===== src/rtl/ahbfe_pkg.sv =====
package ahbfe_pkg;

  typedef enum logic [1:0] {
    ST_IDLE    = 2'd0,
    ST_WRITING = 2'd1,
    ST_BUSY    = 2'd2
  } fe_state_t;

  localparam logic [1:0] TR_IDLE   = 2'b00;
  localparam logic [1:0] TR_BUSY   = 2'b01;
  localparam logic [1:0] TR_NONSEQ = 2'b10;
  localparam logic [1:0] TR_SEQ    = 2'b11;

  // A transfer type that carries data (NONSEQ or SEQ).
  function automatic logic trans_carries_data(input logic [1:0] tr);
    return (tr == TR_NONSEQ) || (tr == TR_SEQ);
  endfunction

  // Region hit on the most significant address bits.
  function automatic logic region_hit(input logic [3:0] top_bits,
                                      input logic [3:0] region);
    return top_bits == region;
  endfunction

endpackage


===== src/rtl/ahbfe_decode.sv =====
module ahbfe_decode
  import ahbfe_pkg::*;
#(
  parameter int ADDR_W = 32,
  parameter logic [3:0] REGION = 4'hA
) (
  input  logic [ADDR_W-1:0] bus_addr,
  input  logic              bus_sel,
  input  logic              bus_ready_in,
  input  logic [1:0]        bus_trans,
  output logic              take
);
  localparam int TOP_LSB = ADDR_W - 4;

  logic hit;
  logic active;

  always_comb begin
    hit    = region_hit(bus_addr[ADDR_W-1:TOP_LSB], REGION);
    active = trans_carries_data(bus_trans);
    take   = bus_sel && bus_ready_in && hit && active;
  end
endmodule


===== src/rtl/ahbfe_fsm.sv =====
module ahbfe_fsm
  import ahbfe_pkg::*;
#(
  parameter int DATA_W = 32
) (
  input  logic              clk,
  input  logic              rst_n,
  input  logic              take,
  input  logic              core_done,
  input  logic              core_err,
  input  logic [DATA_W-1:0] core_rdata,
  output fe_state_t         state,
  output logic              data_phase,
  output logic              busy_finish,
  output logic              pending,
  output logic              bus_ready_out,
  output logic              bus_resp,
  output logic [DATA_W-1:0] bus_rdata
);
  fe_state_t nxt;

  always_comb begin
    data_phase  = (state == ST_WRITING);
    busy_finish = (state == ST_BUSY) && core_done;
    nxt = state;
    unique case (state)
      ST_IDLE:    if (take) nxt = ST_WRITING;
      ST_WRITING: nxt = ST_BUSY;
      ST_BUSY:    if (core_done) nxt = take ? ST_WRITING : ST_IDLE;
      default:    nxt = ST_IDLE;
    endcase
  end

  always_ff @(posedge clk or negedge rst_n) begin
    if (!rst_n) begin
      state   <= ST_IDLE;
      pending <= 1'b0;
    end else begin
      state   <= nxt;
      pending <= (nxt == ST_WRITING);
    end
  end

  always_comb begin
    bus_ready_out = 1'b1;
    bus_resp      = 1'b0;
    bus_rdata     = '0;
    unique case (state)
      ST_WRITING: bus_ready_out = 1'b0;
      ST_BUSY: begin
        bus_ready_out = core_done;
        bus_resp      = core_err;
        bus_rdata     = core_rdata;
      end
      default: ;
    endcase
  end

  a_r5_pending_single: assert property (@(posedge clk) disable iff (!rst_n)
    pending |=> !pending);
  a_r2_take_enters_data: assert property (@(posedge clk) disable iff (!rst_n)
    (take && (state == ST_IDLE)) |=> (pending && (state == ST_WRITING)));
  a_r7_first_data_waits: assert property (@(posedge clk) disable iff (!rst_n)
    (state == ST_WRITING) |-> !bus_ready_out);
  a_r6_idle_okay: assert property (@(posedge clk) disable iff (!rst_n)
    (state == ST_IDLE) |-> (bus_ready_out && !bus_resp));
  a_r9_handover: assert property (@(posedge clk) disable iff (!rst_n)
    (busy_finish && take) |=> pending);
  a_r7_hold_until_done: assert property (@(posedge clk) disable iff (!rst_n)
    ((state == ST_BUSY) && !core_done) |=> (state == ST_BUSY));
endmodule


===== src/rtl/ahbfe_capture.sv =====
module ahbfe_capture #(
  parameter int ADDR_W = 32,
  parameter int DATA_W = 32
) (
  input  logic              clk,
  input  logic              rst_n,
  input  logic              take,
  input  logic              data_phase,
  input  logic [ADDR_W-1:0] bus_addr,
  input  logic [2:0]        bus_size,
  input  logic [1:0]        bus_trans,
  input  logic              bus_write,
  input  logic [DATA_W-1:0] bus_wdata,
  output logic [ADDR_W-1:0] fwd_addr,
  output logic [DATA_W-1:0] fwd_wdata,
  output logic [2:0]        fwd_size,
  output logic [1:0]        fwd_trans,
  output logic              fwd_write
);
  logic wdata_load;
  assign wdata_load = data_phase && fwd_write;

  always_ff @(posedge clk or negedge rst_n) begin
    if (!rst_n) begin
      fwd_addr  <= '0;
      fwd_size  <= '0;
      fwd_trans <= '0;
      fwd_write <= 1'b0;
    end else if (take) begin
      fwd_addr  <= bus_addr;
      fwd_size  <= bus_size;
      fwd_trans <= bus_trans;
      fwd_write <= bus_write;
    end
  end

  always_ff @(posedge clk or negedge rst_n) begin
    if (!rst_n)          fwd_wdata <= '0;
    else if (wdata_load) fwd_wdata <= bus_wdata;
  end

  a_r3_fields_hold: assert property (@(posedge clk) disable iff (!rst_n)
    !take |=> ($stable(fwd_addr) && $stable(fwd_size) && $stable(fwd_trans)
               && $stable(fwd_write)));
  a_r4_read_keeps_wdata: assert property (@(posedge clk) disable iff (!rst_n)
    (data_phase && !fwd_write) |=> $stable(fwd_wdata));
  a_r4_wdata_only_in_data: assert property (@(posedge clk) disable iff (!rst_n)
    !data_phase |=> $stable(fwd_wdata));
endmodule


===== src/rtl/ahbfe_slave.sv =====
module ahbfe_slave
  import ahbfe_pkg::*;
#(
  parameter int ADDR_W = 32,
  parameter int DATA_W = 32,
  parameter logic [3:0] REGION = 4'hA
) (
  input  logic              clk,
  input  logic              rst_n,
  input  logic [ADDR_W-1:0] bus_addr,
  input  logic              bus_sel,
  input  logic              bus_ready_in,
  input  logic [2:0]        bus_size,
  input  logic [1:0]        bus_trans,
  input  logic              bus_write,
  input  logic [DATA_W-1:0] bus_wdata,
  output logic [DATA_W-1:0] bus_rdata,
  output logic              bus_ready_out,
  output logic              bus_resp,
  input  logic              core_done,
  input  logic              core_err,
  input  logic [DATA_W-1:0] core_rdata,
  output logic [ADDR_W-1:0] fwd_addr,
  output logic [DATA_W-1:0] fwd_wdata,
  output logic [2:0]        fwd_size,
  output logic [1:0]        fwd_trans,
  output logic              fwd_write,
  output logic              fwd_pending
);
  logic      take;
  logic      take_ok;
  logic      data_phase;
  logic      busy_finish;
  fe_state_t state;

  ahbfe_decode #(.ADDR_W(ADDR_W), .REGION(REGION)) u_decode (
    .bus_addr     (bus_addr),
    .bus_sel      (bus_sel),
    .bus_ready_in (bus_ready_in),
    .bus_trans    (bus_trans),
    .take         (take)
  );

  // A new address phase is only taken when the FSM can start a data phase.
  assign take_ok = take && ((state == ST_IDLE) || busy_finish);

  ahbfe_fsm #(.DATA_W(DATA_W)) u_fsm (
    .clk           (clk),
    .rst_n         (rst_n),
    .take          (take_ok),
    .core_done     (core_done),
    .core_err      (core_err),
    .core_rdata    (core_rdata),
    .state         (state),
    .data_phase    (data_phase),
    .busy_finish   (busy_finish),
    .pending       (fwd_pending),
    .bus_ready_out (bus_ready_out),
    .bus_resp      (bus_resp),
    .bus_rdata     (bus_rdata)
  );

  ahbfe_capture #(.ADDR_W(ADDR_W), .DATA_W(DATA_W)) u_capture (
    .clk        (clk),
    .rst_n      (rst_n),
    .take       (take_ok),
    .data_phase (data_phase),
    .bus_addr   (bus_addr),
    .bus_size   (bus_size),
    .bus_trans  (bus_trans),
    .bus_write  (bus_write),
    .bus_wdata  (bus_wdata),
    .fwd_addr   (fwd_addr),
    .fwd_wdata  (fwd_wdata),
    .fwd_size   (fwd_size),
    .fwd_trans  (fwd_trans),
    .fwd_write  (fwd_write)
  );

  a_r8_resp_relay: assert property (@(posedge clk) disable iff (!rst_n)
    busy_finish |-> ((bus_resp == core_err) && (bus_rdata == core_rdata)));
  a_r2_no_take_no_pending: assert property (@(posedge clk) disable iff (!rst_n)
    (!take && (state == ST_IDLE)) |=> !fwd_pending);
endmodule


===== config.mk =====
export PLATFORM = sky130hd
export DESIGN_NAME = ahbfe_slave
export DESIGN_NICKNAME = d
export VERILOG_FILES = /design/src/rtl/ahbfe_pkg.sv /design/src/rtl/ahbfe_decode.sv /design/src/rtl/ahbfe_fsm.sv /design/src/rtl/ahbfe_capture.sv /design/src/rtl/ahbfe_slave.sv
export SDC_FILE = /design/constraint.sdc
export NUM_CORES = 1
export LEC_CHECK = 0
export BUFFER_PORTS_ARGS = -buffer_cell sky130_fd_sc_hd__buf_2
export CAP_MARGIN = 20
export CORE_ASPECT_RATIO = 1.75
export CORE_MARGIN = 2
export CORE_UTILIZATION = 35
export CTS_CLUSTER_DIAMETER = 120
export DETAILED_ROUTE_END_ITERATION = 8
export HOLD_SLACK_MARGIN = 0.03
export PLACE_DENSITY = 0.69
export SYNTH_ARGS = -nofsm -noshare
export SYNTH_HDL_FRONTEND = slang
export SYNTH_HIERARCHICAL = 1
export SYNTH_SLANG_ARGS = --single-unit

===== constraint.sdc =====
create_clock -name clk -period 4.5 [get_ports clk]
set_input_delay 0.9 -clock clk [delete_from_list [all_inputs] [get_ports clk]]
set_output_delay 0.9 -clock clk [all_outputs]
set_load 0.02 [all_outputs]

==> key figures <==
Outcome
  • Status: finished, final reports clean

Synthesis
  • Post-synthesis xor/xnor area fraction: 0%
  • Yosys top cell area share: 57.3%
  • Synth Warn #: 6
  • Cell area after synthesis: 3190 um^2
  • Post-synthesis sequential area ratio: 57.3%
  • Most frequent cell after synthesis: dfrtp_1
  • Synth area leader: dfrtp_1
  • Simple-gate share of the synthesized area: 9.38%
  • Main combinational cell family by area after synthesis: multiplexers
  • Post-synthesis mux area share: 28.4%
  • Mapped Nets: 310
  • Yosys reg bits: 73
  • Average cell area after synthesis: 15.8 um^2
  • Top cells by count, synth: dfrtp_1 (73), mux2_2 (39), and2_1 (34), mux2_4 (31), buf_6 (6)
  • Yosys cell types: 20
  • Synth Area in Compound Gates: 0.628%
  • Largest cells by area after synthesis: dfrtp_1 (57%), mux2_4 (15%), mux2_2 (14%), and2_1 (6.7%), buf_6 (2.1%)
  • Post-synth EDFFs: 0
  • Main flop type after synthesis: dfrtp_1
  • Syn Inst Count: 202
  • Adder-Cell Fraction of Synth Area: 0%
  • Post-synth ARST share: 100%

Global route
  • Largest net degree at the start of global routing: 74
  • Vias in the first global route: 2,423
  • GRT overflow: 0
  • Global-route wire length before repair: 11,900 um
  • Initial antenna violation count: 0
  • Overall Global Routing Usage: 15.7%

Worst hold path
  • HP Class: register to register

Drt
  • DR vias/cell: 4.45
  • Post-route ant nets: 0
  • Initial DRC Count: 67
  • DRC Markers: 0
  • Length of the first detailed-routing pass in iterations: 6
  • Routed WL per cell: 14.7 um
  • Vias: 2,405
  • Routed wire length: 7950 um

STA
  • Max Slew Vio Count: 0
  • Worst-Margin Slew: 974 ps
  • Min Tclk post-route: 2560 ps
  • Final setup vio count: 0
  • Worst slew margin: 35.1%
  • WHS: 500 ps
  • RSZ-0062 raised after global routing: no
  • Fmax: 0.391 GHz
  • TNS Setup: 0 ps
  • Tcrit/Tclk final: 56.9%
  • Layout Skew: 5.90 ps
  • Final Hold Viols: 0

Pwr
  • IR drop worst, VDD: 0.000246 V
  • Leak: 0.00264 uW
  • Power density over the cells: 379 nW/um^2

Critical path
  • Worst r2r src: u_fsm/state[0]
  • Crit path capture: bus_rdata[21]
  • CP startpoint kind: register
  • R2R Path End: u_capture/fwd_addr[14]
  • Critical path origin: u_fsm/state[0]
  • Crit Path Max Fanout: 34
  • Crit path DAT: 1660 ps
  • Worst Setup End Kind: output pin
  • R2R cell count: 4
  • CP Data Required Time: 3600 ps
  • FF-to-FF setup slack: 2010 ps
  • Worst Path Class, Setup: register to output pin

Placed design
  • # placed instances: 524
  • Post-detail-place hpwl: 6160 um
  • Port Buf Inserts: 212
  • Routability Congestion: 0.753

Floorplan
  • Top Ports: 213
  • DIE AREA: 9910 um^2
  • Initial Utilization: 35.5%
  • Die extent in x: 76.1 um
  • Core box area: 8980 um^2
  • Die H: 130 um
  • Row Count: 46

Clock network
  • Clk buf depth: 2
  • Clk sinks: 73
  • CTS resizes: 0
  • Post-CTS Hold Fix Bufs: 0
  • Clock tree from TritonCTS: done
  • CTS root buf: clkbuf_16
  • # Post-CTS Setup Buffers: 0
  • Clock Latency Late Sink: 320 ps
  • CTS clk-pin slew, worst paths: 50 ps
  • CTS Buf Count: 9
  • H-Tree Depth: 3

Cells and area
  • Fin cells: 540
  • Final nets: 523
  • Core Util, Final: 51.0%
  • Share of cells above drive strength 1: 71.7%
  • Area delta synth->final: 43.6%
  • Antenna Cells: 0

Flow run
  • Max cap viols: 0
-- cell usage in the layout, fill, tap and decap left out, types with 2 or more instances in the layout --
cell / netlist / layout
clkbuf_16: 0 / 9
clkbuf_8: 0 / 2
buf_2: 1 / 211
and2_1: 34 / 34
mux2_4: 31 / 31
dfrtp_1: 73 / 73
nor3b_1: 2 / 2
mux2_2: 39 / 39
-- per-stage QoR --
stage	area [um^2]	power (uW)	worst slack, ps
after floorplan	3190	899	2380
after global placement	4270	1030	1850
after detailed placement	4270	1040	1730
after CTS	4580	1760	1920
after global routing	4580	1820	1820
final	4580	1730	1940
-- cell type report --
type                       count  area, um^2
multi-input combinational    118        1220
timing repair buffer         212        1060
clock buffer                  12         256
inverter                       1        3.75
fill                         809        4400
tap                          120         150
clock inverter                 4        51.3
sequential                    73        1830
-- sequential cells by signal, summed over array words and instances (netlist names) --
| signal | cells |
|---|---|
| u_capture/fwd_addr | 32 |
| u_capture/fwd_size | 3 |
| u_capture/fwd_trans | 2 |
| u_capture/fwd_wdata | 32 |
| u_capture/fwd_write | 1 |
| u_fsm/pending | 1 |
| u_fsm/state | 2 |
-- how the worst min path moves through the flow --
stage / from / end / slack (ps) / cells after the start
after global placement: u_capture/fwd_addr[11] / u_capture/fwd_addr[11] / 490 / 1
after detailed placement: u_capture/fwd_wdata[15] / u_capture/fwd_wdata[15] / 490 / 1
final: u_capture/fwd_addr[0] / u_capture/fwd_addr[0] / 500 / 1
after floorplan: u_fsm/state[0] / u_fsm/pending / 540 / 1
after CTS: u_capture/fwd_wdata[15] / u_capture/fwd_wdata[15] / 500 / 1
after global routing: u_capture/fwd_addr[25] / u_capture/fwd_addr[25] / 520 / 1
-- cell families after synthesis --
group	after synthesis
buffers and inverters	11
flip-flops	73
AND/OR/NAND/NOR	45
AO/OA/AOI/OAI	3
multiplexers	70
-- worst max-delay path: stages, from the launching register on --
cell and delay, ps:
dfrtp_1 450, nor2b_4 450, and2_1 260, buf_2 180
-- metal layers --
layer	vias up	GRT usage [%]	routed length, um
met4	0	10.6	282
met2	135	30.3	4500
met5	-	0	0
met3	17	4.50	627
li1	1110	-	-
met1	1143	14.1	2540
-- power breakdown --
group	switching (uW)	internal [uW]	total [uW]	leakage [uW]
Sequential	30.5	716	746	0.000921
Combinational	148	127	274	0.00157
Clock	253	459	712	0.000149
Total	431	1300	1730	0.00264
Note: power is estimated with default switching activity, not from simulation.
